`src/rtl/acfg_pkg.sv`:
```
// Package: shared constants and helpers for the chained configuration responder.
// Assumes a 24-bit bus address space with a 64 KiB configuration window.
package acfg_pkg;

    // Address bits 23..16 that select the configuration window.
    localparam logic [7:0] WINDOW_PAGE = 8'hE8;

    // Word index (byte offset / 2) of the base-address register write.
    localparam logic [6:0] BASE_WORD = 7'h24;

    // Word index of the shut-up command write.
    localparam logic [6:0] SHUT_WORD = 7'h26;

    // Encodes the board size for a power-of-two count of 1 MiB blocks.
    function automatic logic [2:0] size_code(input int blocks_log2);
        return 3'((5 + blocks_log2) % 8);
    endfunction

endpackage

```
`src/rtl/acfg_bus_sync.sv`:
```
// Module: acfg_bus_sync
// Brings the asynchronous strobes and the chain input into the clock domain
// through STAGES flops each. It also presents the previous synchronized
// address strobe so the caller can detect the start of an access.
// Assumes every input is level-significant, with no glitch shorter than a clock.
module acfg_bus_sync #(
    parameter int STAGES = 2
) (
    input  logic clk,
    input  logic rst_n,
    input  logic as_n,
    input  logic uds_n,
    input  logic lds_n,
    input  logic cfg_in_n,
    output logic as_ns,
    output logic as_ns_d,
    output logic uds_ns,
    output logic lds_ns,
    output logic cfg_in_ns
);

    localparam int NSIG = 4;

    logic [NSIG-1:0] stage_q [STAGES];

    // Synchronizer chain: stage 0 captures pins, later stages follow.
    genvar g;
    generate
        for (g = 0; g < STAGES; g++) begin : g_stage
            if (g == 0) begin : g_first
                always_ff @(posedge clk) begin
                    if (!rst_n) stage_q[0] <= '1;
                    else        stage_q[0] <= {cfg_in_n, lds_n, uds_n, as_n};
                end
            end else begin : g_next
                always_ff @(posedge clk) begin
                    if (!rst_n) stage_q[g] <= '1;
                    else        stage_q[g] <= stage_q[g-1];
                end
            end
        end
    endgenerate

    // Delayed copy of the synchronized strobe, used for edge detection.
    always_ff @(posedge clk) begin
        if (!rst_n) as_ns_d <= 1'b1;
        else        as_ns_d <= stage_q[STAGES-1][0];
    end

    assign as_ns     = stage_q[STAGES-1][0];
    assign uds_ns    = stage_q[STAGES-1][1];
    assign lds_ns    = stage_q[STAGES-1][2];
    assign cfg_in_ns = stage_q[STAGES-1][3];

endmodule

```
`src/rtl/acfg_id_rom.sv`:
```
// Module: acfg_id_rom
// Combinational board-description table. It maps a window word offset to the
// identification nibble. Nibbles of register 0 are returned true, and all
// others are returned inverted. Offsets outside the first 256 bytes read as
// register value 0.
module acfg_id_rom #(
    parameter logic [7:0]  PRODUCT_ID = 8'h5A,
    parameter logic [15:0] MFR_ID     = 16'h0A3C,
    parameter logic [31:0] SERIAL_NO  = 32'h1234_5678,
    parameter int          RAM_BLOCKS = 8
) (
    input  logic [14:0] word_ofs,
    output logic [3:0]  nib
);
    import acfg_pkg::*;

    localparam int         BLK_LOG2 = $clog2(RAM_BLOCKS);
    localparam logic [2:0] SIZE     = size_code(BLK_LOG2);

    logic [5:0] reg_idx;
    logic [7:0] reg_byte;
    logic [3:0] raw_nib;

    assign reg_idx = word_ofs[6:1];

    // Register contents for the selected byte register.
    always_comb begin
        reg_byte = 8'h00;
        if (word_ofs[14:7] == 8'h00) begin
            case (reg_idx)
                6'd0: reg_byte = {4'hE, 1'b0, SIZE};
                6'd1: reg_byte = PRODUCT_ID;
                6'd4: reg_byte = MFR_ID[15:8];
                6'd5: reg_byte = MFR_ID[7:0];
                6'd6: reg_byte = SERIAL_NO[31:24];
                6'd7: reg_byte = SERIAL_NO[23:16];
                6'd8: reg_byte = SERIAL_NO[15:8];
                6'd9: reg_byte = SERIAL_NO[7:0];
                default: reg_byte = 8'h00;
            endcase
        end
    end

    // Nibble select (even word = high) and inversion for registers past the first.
    always_comb begin
        raw_nib = word_ofs[0] ? reg_byte[3:0] : reg_byte[7:4];
        nib     = (reg_idx == 6'd0) ? raw_nib : ~raw_nib;
    end

endmodule

```
`src/rtl/acfg_chain_ctrl.sv`:
```
// Module: acfg_chain_ctrl
// Configuration state machine. It decides whether the block owns a window
// access, latches the base nibble or the shut-up command, drives the chain
// output, and in deferred mode counts one other device's configuring write.
// Assumes address, direction and write data are stable while the access runs.
module acfg_chain_ctrl (
    input  logic       clk,
    input  logic       rst_n,
    input  logic       defer_mode,
    input  logic       cfg_in_ns,
    input  logic       acc_start,
    input  logic       acc_active,
    input  logic       upper_ds,
    input  logic       rw,
    input  logic       in_window,
    input  logic       ofs_hi_zero,
    input  logic [6:0] ofs_word,
    input  logic [3:0] wr_nib,
    output logic       win_claimed,
    output logic       cfg_done,
    output logic       base_valid,
    output logic [3:0] base_nib,
    output logic       cfg_out_n
);
    import acfg_pkg::*;

    logic enable;
    logic defer_seen;
    logic wr_taken;
    logic is_base_ofs;
    logic is_shut_ofs;
    logic win_write;
    logic own_write;
    logic other_write;

    // Whether the block may claim a window access that starts now.
    always_comb begin
        if (defer_mode) enable = defer_seen & ~cfg_done;
        else            enable = ~cfg_in_ns & ~cfg_done;
    end

    // Decode of the two configuring register offsets and of write strobes.
    always_comb begin
        is_base_ofs = ofs_hi_zero && (ofs_word == BASE_WORD);
        is_shut_ofs = ofs_hi_zero && (ofs_word == SHUT_WORD);
        win_write   = acc_active && !acc_start && in_window && !rw
                      && upper_ds && !wr_taken;
        own_write   = win_write && win_claimed;
        other_write = win_write && !win_claimed && defer_mode && !defer_seen
                      && !cfg_done && (is_base_ofs || is_shut_ofs);
    end

    // Ownership of the current window access, decided at its first cycle.
    always_ff @(posedge clk) begin
        if (!rst_n)           win_claimed <= 1'b0;
        else if (!acc_active) win_claimed <= 1'b0;
        else if (acc_start)   win_claimed <= in_window && enable;
    end

    // One window write is acted on per access.
    always_ff @(posedge clk) begin
        if (!rst_n)           wr_taken <= 1'b0;
        else if (!acc_active) wr_taken <= 1'b0;
        else if (win_write)   wr_taken <= 1'b1;
    end

    // Deferred mode: remember that another device finished configuring.
    always_ff @(posedge clk) begin
        if (!rst_n)           defer_seen <= 1'b0;
        else if (other_write) defer_seen <= 1'b1;
    end

    // Base assignment, shut-up and chain output.
    always_ff @(posedge clk) begin
        if (!rst_n) begin
            cfg_done   <= 1'b0;
            base_valid <= 1'b0;
            base_nib   <= 4'h0;
            cfg_out_n  <= 1'b1;
        end else if (own_write && is_base_ofs) begin
            cfg_done   <= 1'b1;
            base_valid <= 1'b1;
            base_nib   <= wr_nib;
            cfg_out_n  <= 1'b0;
        end else if (own_write && is_shut_ofs) begin
            cfg_done   <= 1'b1;
            cfg_out_n  <= 1'b0;
        end
    end

    AST_CFGOUT_HOLDS: assert property (@(posedge clk) disable iff (!rst_n)
        !cfg_out_n |=> !cfg_out_n);
    AST_BASE_WITH_CHAIN: assert property (@(posedge clk) disable iff (!rst_n)
        base_valid |-> (cfg_done && !cfg_out_n));
    AST_NO_CLAIM_AFTER_DONE: assert property (@(posedge clk) disable iff (!rst_n)
        (cfg_done && acc_start) |=> !win_claimed);
    AST_DEFER_SILENT: assert property (@(posedge clk) disable iff (!rst_n)
        (defer_mode && !defer_seen && acc_start) |=> !win_claimed);

endmodule

```
`src/rtl/acfg_ram_decode.sv`:
```
// Module: acfg_ram_decode
// RAM range decoder. After a base nibble is assigned, it claims accesses whose
// top address nibble lies in [base, base+RAM_BLOCKS), with no wrap-around.
// The decision is taken at the start of an access and held until it ends.
module acfg_ram_decode #(
    parameter int RAM_BLOCKS = 8
) (
    input  logic       clk,
    input  logic       rst_n,
    input  logic       acc_start,
    input  logic       acc_active,
    input  logic [3:0] addr_nib,
    input  logic       base_valid,
    input  logic [3:0] base_nib,
    output logic       ram_claimed,
    output logic       ram_sel_n
);

    localparam logic [4:0] SPAN = 5'(RAM_BLOCKS);

    logic range_hit;
    logic claim_next;

    // Range compare on 5 bits so a high base cannot wrap to low addresses.
    always_comb begin
        range_hit = base_valid
                    && ({1'b0, addr_nib} >= {1'b0, base_nib})
                    && ({1'b0, addr_nib} <  ({1'b0, base_nib} + SPAN));
        if (!acc_active)    claim_next = 1'b0;
        else if (acc_start) claim_next = range_hit;
        else                claim_next = ram_claimed;
    end

    // Registered claim and select output.
    always_ff @(posedge clk) begin
        if (!rst_n) begin
            ram_claimed <= 1'b0;
            ram_sel_n   <= 1'b1;
        end else begin
            ram_claimed <= claim_next;
            ram_sel_n   <= ~claim_next;
        end
    end

    AST_SEL_NEEDS_BASE: assert property (@(posedge clk) disable iff (!rst_n)
        !ram_sel_n |-> base_valid);
    AST_SEL_IDLE: assert property (@(posedge clk) disable iff (!rst_n)
        !acc_active |=> ram_sel_n);

endmodule

```
`src/rtl/acfg_responder.sv`:
```
// Module: acfg_responder (top)
// Chained configuration responder for a memory expansion on a 68000-style
// bus. It ties the synchronizer, the description table, the chain state
// machine and the RAM decoder together, and produces the acknowledge and read
// data. Assumes address, rw and wr_nib are stable while as_n is low, and that
// defer_mode changes only during reset.
module acfg_responder #(
    parameter int          SYNC_STAGES = 2,
    parameter int          RAM_BLOCKS  = 8,
    parameter logic [7:0]  PRODUCT_ID  = 8'h5A,
    parameter logic [15:0] MFR_ID      = 16'h0A3C,
    parameter logic [31:0] SERIAL_NO   = 32'h1234_5678
) (
    input  logic        clk,
    input  logic        rst_n,
    input  logic        defer_mode,
    input  logic        as_n,
    input  logic        uds_n,
    input  logic        lds_n,
    input  logic        rw,
    input  logic [23:1] addr,
    input  logic [3:0]  wr_nib,
    input  logic        cfg_in_n,
    output logic [3:0]  data_nib,
    output logic        data_oe,
    output logic        dtack_n,
    output logic        cfg_out_n,
    output logic        ram_sel_n
);
    import acfg_pkg::*;

    logic       as_ns, as_ns_d, uds_ns, lds_ns, cfg_in_ns;
    logic       acc_start, acc_active, ds_any, in_window;
    logic       win_claimed, cfg_done, base_valid, ram_claimed;
    logic [3:0] base_nib;
    logic [3:0] rom_nib;

    acfg_bus_sync #(.STAGES(SYNC_STAGES)) u_sync (
        .clk       (clk),
        .rst_n     (rst_n),
        .as_n      (as_n),
        .uds_n     (uds_n),
        .lds_n     (lds_n),
        .cfg_in_n  (cfg_in_n),
        .as_ns     (as_ns),
        .as_ns_d   (as_ns_d),
        .uds_ns    (uds_ns),
        .lds_ns    (lds_ns),
        .cfg_in_ns (cfg_in_ns)
    );

    // Access framing derived from the synchronized strobes.
    always_comb begin
        acc_active = ~as_ns;
        acc_start  = ~as_ns & as_ns_d;
        ds_any     = ~uds_ns | ~lds_ns;
        in_window  = (addr[23:16] == WINDOW_PAGE);
    end

    acfg_id_rom #(
        .PRODUCT_ID (PRODUCT_ID),
        .MFR_ID     (MFR_ID),
        .SERIAL_NO  (SERIAL_NO),
        .RAM_BLOCKS (RAM_BLOCKS)
    ) u_rom (
        .word_ofs (addr[15:1]),
        .nib      (rom_nib)
    );

    acfg_chain_ctrl u_ctrl (
        .clk         (clk),
        .rst_n       (rst_n),
        .defer_mode  (defer_mode),
        .cfg_in_ns   (cfg_in_ns),
        .acc_start   (acc_start),
        .acc_active  (acc_active),
        .upper_ds    (~uds_ns),
        .rw          (rw),
        .in_window   (in_window),
        .ofs_hi_zero (addr[15:8] == 8'h00),
        .ofs_word    (addr[7:1]),
        .wr_nib      (wr_nib),
        .win_claimed (win_claimed),
        .cfg_done    (cfg_done),
        .base_valid  (base_valid),
        .base_nib    (base_nib),
        .cfg_out_n   (cfg_out_n)
    );

    acfg_ram_decode #(.RAM_BLOCKS(RAM_BLOCKS)) u_ram (
        .clk         (clk),
        .rst_n       (rst_n),
        .acc_start   (acc_start),
        .acc_active  (acc_active),
        .addr_nib    (addr[23:20]),
        .base_valid  (base_valid),
        .base_nib    (base_nib),
        .ram_claimed (ram_claimed),
        .ram_sel_n   (ram_sel_n)
    );

    // Acknowledge: set once a claimed access shows a data strobe, cleared when the strobe ends.
    always_ff @(posedge clk) begin
        if (!rst_n)                                      dtack_n <= 1'b1;
        else if (!acc_active)                            dtack_n <= 1'b1;
        else if ((win_claimed || ram_claimed) && ds_any) dtack_n <= 1'b0;
    end

    // Read data and drive enable for claimed window reads.
    always_ff @(posedge clk) begin
        if (!rst_n) begin
            data_oe  <= 1'b0;
            data_nib <= 4'h0;
        end else begin
            data_oe  <= acc_active && win_claimed && rw;
            data_nib <= (acc_active && win_claimed && rw) ? rom_nib : 4'h0;
        end
    end

    AST_DTACK_RELEASE: assert property (@(posedge clk) disable iff (!rst_n)
        !acc_active |=> dtack_n);
    AST_OE_OWNED_READ: assert property (@(posedge clk) disable iff (!rst_n)
        data_oe |-> (in_window && !cfg_out_n == cfg_done));

endmodule

```
`config.mk`:
```
export PLATFORM = sky130hd
export DESIGN_NAME = acfg_responder
export DESIGN_NICKNAME = d
export VERILOG_FILES = /design/src/rtl/acfg_pkg.sv /design/src/rtl/acfg_bus_sync.sv /design/src/rtl/acfg_id_rom.sv /design/src/rtl/acfg_chain_ctrl.sv /design/src/rtl/acfg_ram_decode.sv /design/src/rtl/acfg_responder.sv
export SDC_FILE = /design/constraint.sdc
export NUM_CORES = 1
export LEC_CHECK = 0
export BUFFER_PORTS_ARGS = -buffer_cell sky130_fd_sc_hd__buf_2
export CAP_MARGIN = 20
export CORE_MARGIN = 3
export CORE_UTILIZATION = 53
export CTS_CLUSTER_DIAMETER = 40
export DETAILED_ROUTE_END_ITERATION = 7
export PLACE_DENSITY = 0.94
export SLEW_MARGIN = 10
export SYNTH_ARGS = -nofsm -noshare
export SYNTH_HDL_FRONTEND = slang
export SYNTH_HIERARCHICAL = 1
export SYNTH_SLANG_ARGS = --single-unit
```
`constraint.sdc`:
```
create_clock -name clk -period 5.3 [get_ports clk]
set_input_delay 0.795 -clock clk [delete_from_list [all_inputs] [get_ports clk]]
set_output_delay 0.795 -clock clk [all_outputs]
set_load 0.05 [all_outputs]
```
### Word level (Yosys, flattened, before mapping)

Memory sizes are Yosys's and may differ from the RTL's.
Cells that the tools add are included.

* register bits after elaboration: 19
* bits in latches: 0
* bits in writable memories: 8
* ROM bits: 112
* input port bits: 35
* output and inout bits: 8
* logic and storage cells: 85
* memories kept: 2

* add/subtract/negate cells: 1
* multiply operators: 0
* div/mod/pow operators: 0
* $lt $le $gt $ge: 2
* equality and inequality tests: 3
* shifts and indexed selects: 0
* mux-type cells: 15
* bitwise operators: 14
* reduce and logical (&&, ||, !) cells: 35

Memories
* (name not given): depth 16, width 7, read ports 1, clocked after Yosys merged registers in 0, write ports 0, line acfg_id_rom.sv:30 `case (reg_idx)`
* u_sync.stage_q: depth 2, width 4, read ports 2, clocked after Yosys merged registers in 0, write ports 2, line acfg_bus_sync.sv:24 `logic [NSIG-1:0] stage_q [STAGES];`

Operator list (number)
* $logic_and 1x1->1: 21
* $mux 4: 4
* $mux 8: 2
* $eq 7x6->1 const B: 2
* $mux 1: 9
* $eq 8x8->1 const B: 1
* $logic_not 8->1: 1
* $not 1->1: 7
* $logic_not 1->1: 6
* $logic_not 6->1: 1
* $add 4x4->5 const B: 1
* $lt 4x5->1: 1
* $ge 4x4->1: 1
* $not 4->4: 1
* $and 1x1->1: 3
* $or 1x1->1: 3
* $logic_not 2->1: 1
* $logic_or 1x1->1: 2
* $reduce_and 2->1: 1
* $reduce_bool 2->1: 1
* $reduce_or 2->1: 1

### Logic depth before layout (Yosys ltp)

Gate-level depths: netlist of the first run.
An unclocked memory read counts as a cell.

* word-level depth: 14
* mapped depth: 5
* depth with buffers taken out: 5

### Cells and area by module

The synthesis of the first run kept the hierarchy.

Modules (own cells, without submodules)
* acfg_chain_ctrl: times used 1, cells each 46, area an instance 464.2 µm², sequential area each 200.2 µm²
* acfg_bus_sync: times used 1, cells each 18, area an instance 236.5 µm², sequential area each 180.2 µm²
* acfg_responder: times used 1, cells each 23, area an instance 229.0 µm², sequential area each 120.1 µm²
* acfg_ram_decode: times used 1, cells each 25, area an instance 221.5 µm², sequential area each 40.0 µm²
* acfg_id_rom: times used 1, cells each 27, area an instance 193.9 µm², sequential area each 0.0 µm²

### Worst setup path before layout of the first run

No wires, ideal clock.

* path type: input to register
* from: in addr[13] (netlist name)
* to: reg u_ctrl.base_nib[0]
* library setup time: 0.072 ns
* data arrival time: 2.260 ns
* data required time: 5.228 ns
* setup slack: 2.968 ns
* cell stages on the path: 5
* buffers on the path: 0
* cells stage by stage: or4_1 nor2_1 nand4bb_1 nor4_4 mux2i_1

* longest elaborated chain between the ends: 3

Ends and longest elaborated chain
* from (decl): line acfg_responder.sv:21 `input logic [23:1] addr,`
* $logic_not 8->1: line acfg_responder.sv:80 `.ofs_hi_zero (addr[15:8] == 8'h00),`
* $logic_and 1x1->1: line acfg_chain_ctrl.sv:44 `is_base_ofs = ofs_hi_zero && (ofs_word == BASE_WORD);`
* $logic_and 1x1->1: line acfg_chain_ctrl.sv:80 `end else if (own_write && is_base_ofs) begin`
* to (signal assigned): line acfg_chain_ctrl.sv:83 `base_nib <= wr_nib;`
* to (decl): line acfg_chain_ctrl.sv:22 `output logic [3:0] base_nib,`

Every way passes these cells.
A chain may end at the register's enable or synchronous reset.

### Worst setup path in the final report of the first run

* from: in addr[13] (netlist name)
* to: reg u_ctrl.base_nib[2]

Same word-level chain as after synthesis.

==> results of run 1 <==
flip-flops by register name (all words and copies together) (netlist names):
signal	flops
u_sync/stage_q	8
data_nib	4
u_ctrl/base_nib	4
data_oe	1
dtack_n	1
u_ctrl/base_valid	1
u_ctrl/cfg_done	1
u_ctrl/cfg_out_n	1
u_ctrl/defer_seen	1
u_ctrl/win_claimed	1
u_ctrl/wr_taken	1
u_ram/ram_claimed	1
u_ram/ram_sel_n	1
u_sync/as_ns_d	1
power groups by stage:
| stage | sequential [W] | combinational (W) | clock [W] |
|---|---|---|---|
| final | 0.000207 | 0.0000405 | 0.0000900 |
| after global placement | 0.000211 | 0.0000370 | 0 |
| after CTS | 0.000207 | 0.0000404 | 0.0000929 |
| after detailed placement | 0.000211 | 0.0000400 | 0 |
| after global routing | 0.000207 | 0.0000453 | 0.000101 |
| after floorplan | 0.000211 | 0.0000177 | 0 |
final timing paths:
kind / slack, ps / endpoint / startpoint / depth (start not counted)
worst max-delay path: 3030 / u_ctrl/base_nib[2] / addr[13] / 6
worst min-delay path: 430 / u_sync/stage_q[1][3] / u_sync/stage_q[0][3] / 1
worst max register to register: 3730 / u_ctrl/base_nib[2] / u_sync/as_ns_d / 4
worst min register to register: 430 / u_sync/stage_q[1][3] / u_sync/stage_q[0][3] / 1
metrics by stage:
step,area (sq um),setup slack [ps],total power (W),std cells
after detailed placement,1590,2710,0.000251,208
after global routing,1620,2920,0.000354,212
after CTS,1620,3030,0.000340,212
after global placement,1590,2770,0.000248,208
final,1620,3030,0.000337,212
after floorplan,1350,2970,0.000229,139
routing by layer:
| layer | up-vias | GRT usage [%] |
|---|---|---|
| met2 | 48 | 36.1 |
| li1 | 593 | - |
| met3 | 4 | 3.91 |
| met5 | - | 0 |
| met1 | 548 | 19.1 |
| met4 | 0 | 8.14 |
cell type report:
cell class / count / area (sq um) / area share, %
tap: 28 / 35.0 / 2.17
clock buffer: 3 / 22.5 / 1.39
timing repair buffer: 42 / 210 / 13.0
clock inverter: 1 / 7.51 / 0.464
multi-input combinational: 101 / 763 / 47.2
sequential: 27 / 541 / 33.4
inverter: 10 / 37.5 / 2.32
cells by family after synthesis:
| logic type | share of synthesized area, % |
|---|---|
| AND/OR/NAND/NOR | 32.9 |
| AO/OA/AOI/OAI | 14.0 |
| multiplexers | 2.98 |
| buffers and inverters | 3.07 |
| flip-flops | 40.2 |
| XOR/XNOR | 1.30 |
| adder cells (fa/ha/maj) | 5.58 |
cells in the mapped netlist, types with 3 or more instances:
library cell,instances
a21oi_1,6
and2_1,4
dfxtp_1,27
ha_1,6
inv_1,9
mux2i_1,4
nand2_1,10
nand2b_1,14
nor2_1,5
nor2b_1,4
nor4_1,4
or4_1,3
==> metrics, run 1 <==
setup violators final 0; CTS tree done; Clock H-tree levels 1; hold slack 426 ps; Crit Path Max Fanout 5; Reg power frac 61.3%; share of the synthesized area in the top cell type 40.2%; Power Dens Cells 209 nW/um^2; outcome finished, final reports clean; worst skew pair latency 330 ps; end-of-flow core utilization 69.7%; Clock power frac 26.7%; antenna violations before repair 0; CP Cell Sequence buf_2 -> or4_1 -> nor2_1 -> nand4bb_1 -> nor4_4 -> mux2i_1; max cap viols 0; DP Wirelength 2.24 mm; global route overflow 0; critical-path cell with the highest stage delay nor4_4; Synth-to-Final Area Change 20.2%; Inserted Diodes 0; row count 17; internal power 0.000254 W; Final Skew 14.0 ps; Inserted Clock Buffers 3; Setup crit end kind register; IO Pins 43; met1 WL 1.10 mm; Total Routing Usage GR 18.8%; post-CTS sizing 0; critical path arrival 2530 ps; first-pass GRT wire length 4.83 mm; DRT iter0 DRCs 46; uppermost layer routed met4; die width 56.4 microns; largest area contributor in the netlist dfxtp_1; Sink Count 27; Setup CP Type input port to register; IO Port Bufs 42; sw frac 24.6%; 1st-pass router iterations 4; CP top delay family simple AND/OR/NAND/NOR gates; Clk pin slew, worst setup/hold paths 150 ps; #FFs+latches synth 27; Starting Density 58.0%; hold crit path type register to register; CORE AREA 2320 sq um; unrepaired setup endpoints after global routing false; nets 226; Post-synth top flop dfxtp_1; Slew Limit Headroom 67.3%; largest net degree at the start of global routing 28; Largest stage delay, worst path 550 ps; WL final 2.81 mm; top cells by area, synth dfxtp_1 40%, nand2b_1 6.5%, ha_1 5.6%; CTS root buf clkbuf_4; CP required 5560 ps; Net Switching 0.0000830 W; share of cells above drive strength 1 30.4%; Netlist cell types 46; Lkg Pwr 0.687 nW; Final Hold Viols 0; Syn Nets 180; number of global-route vias before repair 1182; routed len/inst 13.2 microns; part of the power in combinational logic 12.0%; commonest cells after routing, fill and taps aside 42 x buf_2, 27 x dfxtp_1, 14 x nand2b_1; Mapped Cells 139; die area 3180 sq um; met2 WL post-DR 1.47 mm; EDFF count, synth 0; Post-CTS Setup Repair Bufs 0; antenna-violating nets left 0; startpoint class of the critical path input port; DRC viols 0; Ys Warns 6; pins over their slew limit 0; met3 routed WL 192 microns; cell area after synthesis 1350 sq um; Fin Setup TNS 0 ps; register area share after synthesis 40.2%; commonest non-fill, non-tap cell in the layout buf_2; worst path bufs/invs 1; Async S/R FF share, synth 0%; Peak Freq 0.440 GHz; pin slew with the least headroom to its limit 486 ps; Final GP Congestion 0.904; CTS hold repair buffers 0; via count 1193; chip height 56.4 microns; # fillers 185; Clock Path Buffers 2; syn_area_per_cell 9.68 sq um; vias per cell 5.63; minimum clock period 2270 ps; fin crit share 42.8%; peak supply drop 0.000221 V
(Power assumes the default switching activity.)
==> run 2: changes to the inputs <==
Settings changed: ABC_AREA from default to 1, CORE_ASPECT_RATIO from default to 0.5, CORE_UTILIZATION 53 to 47, PLACE_DENSITY 0.94 to 0.87.
Clock period 5.3 ns to 1.9 ns, I/O delays scaled along.
==> metrics, run 2 <==
CTS hold repair buffers 0 (unchanged); Slew Limit Headroom 70.8% (+3.4 points); share of the synthesized area in the top cell type 34.2% (-6.0 points); register area share after synthesis 34.2% (-6.0 points); die area 4140 sq um (+30%); top cells by area, synth dfxtp_1 34%, nand2_1 14%, inv_1 9.7%; Clk pin slew, worst setup/hold paths 80 ps (-70 ps); Crit Path Max Fanout 3 (-2); Post-synth top flop dfxtp_1; global route overflow 0 (unchanged); worst skew pair latency 260 ps (-70 ps); Final GP Congestion 0.842 (-6.9%); peak supply drop 0.000362 V (+64%); antenna-violating nets left 0 (unchanged); antenna violations before repair 0 (unchanged); Post-CTS Setup Repair Bufs 0 (unchanged); chip height 47 microns (-17%); cell area after synthesis 1580 sq um (+17%); nets 317 (+40%); first-pass GRT wire length 5.03 mm (+4.1%); Clock Path Buffers 2 (unchanged); DRC viols 0 (unchanged); max cap viols 0 (unchanged); Inserted Clock Buffers 3 (unchanged); WL final 3.13 mm (+11%); Setup crit end kind register; outcome finished, final reports clean; DRT iter0 DRCs 83 (+80%); Synth-to-Final Area Change 18.6%; Clock H-tree levels 1 (unchanged); IO Pins 43 (unchanged); routed len/inst 9.93 microns (-25%); vias per cell 4.58 (-19%); fin crit share 69.5%; Final Skew 0.901 ps (-13.1 ps); IO Port Bufs 42 (unchanged); Netlist cell types 25 (-46%); Syn Nets 271 (+51%); Inserted Diodes 0 (unchanged); critical path arrival 1480 ps (-1050 ps); commonest non-fill, non-tap cell in the layout nand2_1; CTS root buf clkbuf_8; CP required 2060 ps (-3500 ps); syn_area_per_cell 6.87 sq um (-29%); Total Routing Usage GR 15.4% (-3.3 points); commonest cells in the synthesized netlist 60 x nand2_1, 41 x inv_1, 33 x nor2_1; pins over their slew limit 0 (unchanged); setup violators final 0 (unchanged); startpoint class of the critical path register; largest area contributor in the netlist dfxtp_1; post-CTS sizing 0 (unchanged); worst setup margin 580 ps (-2450 ps); number of global-route vias before repair 1270 (+7.4%); Fin Setup TNS 0 ps (unchanged); Pwr Total 0.00104 W (+210%); hold crit path type input port to register; die width 88.0 microns (+56%); 1st-pass router iterations 5 (+1); Setup CP Type register to register; via count 1444 (+21%); Async S/R FF share, synth 0% (unchanged); EDFF count, synth 0 (unchanged); end-of-flow core utilization 60.5% (-9.3 points); Top Registers u_sync/stage_q: 8 flops, data_nib: 4 flops, u_ctrl/base_nib: 4 flops; Starting Density 51.0% (-7.0 points); Peak Freq 0.757 GHz; CTS tree done; row count 14 (-3); Lkg Pwr 0.998 nW (+45%); Final Hold Viols 0 (unchanged); Top reg by flops u_sync/stage_q; dpl ws 378 ps (-2330 ps); max reg flops 8 (unchanged); Power Dens Cells 553 nW/um^2 (+170%); count leader, synth nand2_1; Mapped Cells 230 (+65%); Ys Warns 6 (unchanged); CORE AREA 3100 sq um (+34%); Sink Count 27 (unchanged); share of cells above drive strength 1 26.9% (-3.5 points); largest net degree at the start of global routing 19 (-32%); minimum clock period 1320 ps; commonest cells after routing, fill and taps aside 60 x nand2_1, 42 x buf_2, 41 x inv_1; DP Wirelength 2.59 mm (+16%); unrepaired setup endpoints after global routing false; #FFs+latches synth 27 (unchanged); pin slew with the least headroom to its limit 437 ps (-49.6 ps)
-- run 2: cell types whose count changed after synthesis, moves of 5 or more --
cell and change:
nand2_1 +50, nor2_1 +28, inv_1 +32, inv_2 +5, nand2b_1 -14, nor2_4 +7, nand3_1 +11
-- run 2: worst paths after layout --
kind | from | slack (ps) | endpoint | cells past startpoint
hold reg to reg | u_sync/stage_q[0][0] | 410 | u_sync/stage_q[1][0] | 2
setup reg to reg | u_ctrl/base_nib[3] | 580 | u_ram/ram_sel_n | 9
hold / removal | uds_n | 190 | u_sync/stage_q[0][1] | 3
setup / recovery | u_ctrl/base_nib[3] | 580 | u_ram/ram_sel_n | 9
-- run 2: layer usage --
layer | track usage (%) | vias up | wire, microns
met5 | 0 | - | 0
met4 | 2.75 | 0 | 29
met3 | 2.63 | 2 | 135
met2 | 30.7 | 29 | 1510
met1 | 18.1 | 627 | 1450
li1 | - | 786 | -
-- run 2: report_power, final --
group          switching (W)  internal (W)
clock               0.000161      0.000150
combinational      0.0000904     0.0000591
sequential        0.00000295      0.000574
total               0.000254      0.000783
-- run 2: kinds of logic after synthesis --
| kind of cell | Yosys count | share of synthesized area (%) |
|---|---|---|
| AOI/OAI and AO/OA | 16 | 5.94 |
| adders and majority gates | 6 | 4.75 |
| buffers and inverters | 47 | 11.6 |
| DFF | 27 | 34.2 |
| and+or+nand+nor | 134 | 43.5 |
-- run 2: through the flow --
step	area (sq um)	cells	hold slack (ps)
2_1_floorplan	1580	230	354
3_3_place_gp	1830	311	383
3_5_place_dp	1830	311	390
4_1_cts	1870	315	186
5_1_grt	1870	315	191
6_report	1870	315	189
-- run 2: area by class of cell --
type | instances | area (sq um)
sequential | 27 | 541
timing repair buffer | 42 | 210
inverter | 46 | 173
clock buffer | 4 | 45.0
tap | 40 | 50.0
multi-input combinational | 156 | 856
fill | 297 | 1230
-- run 2: critical path, cell delays in order (launching register included) --
cell and delay (ps):
dfxtp_1 390, inv_1 90, ha_1 310, nand2_1 60
inv_1 50, nand2_1 50, nand2_1 70, nand3_2 90
nand2_1 60, nand2_1 50
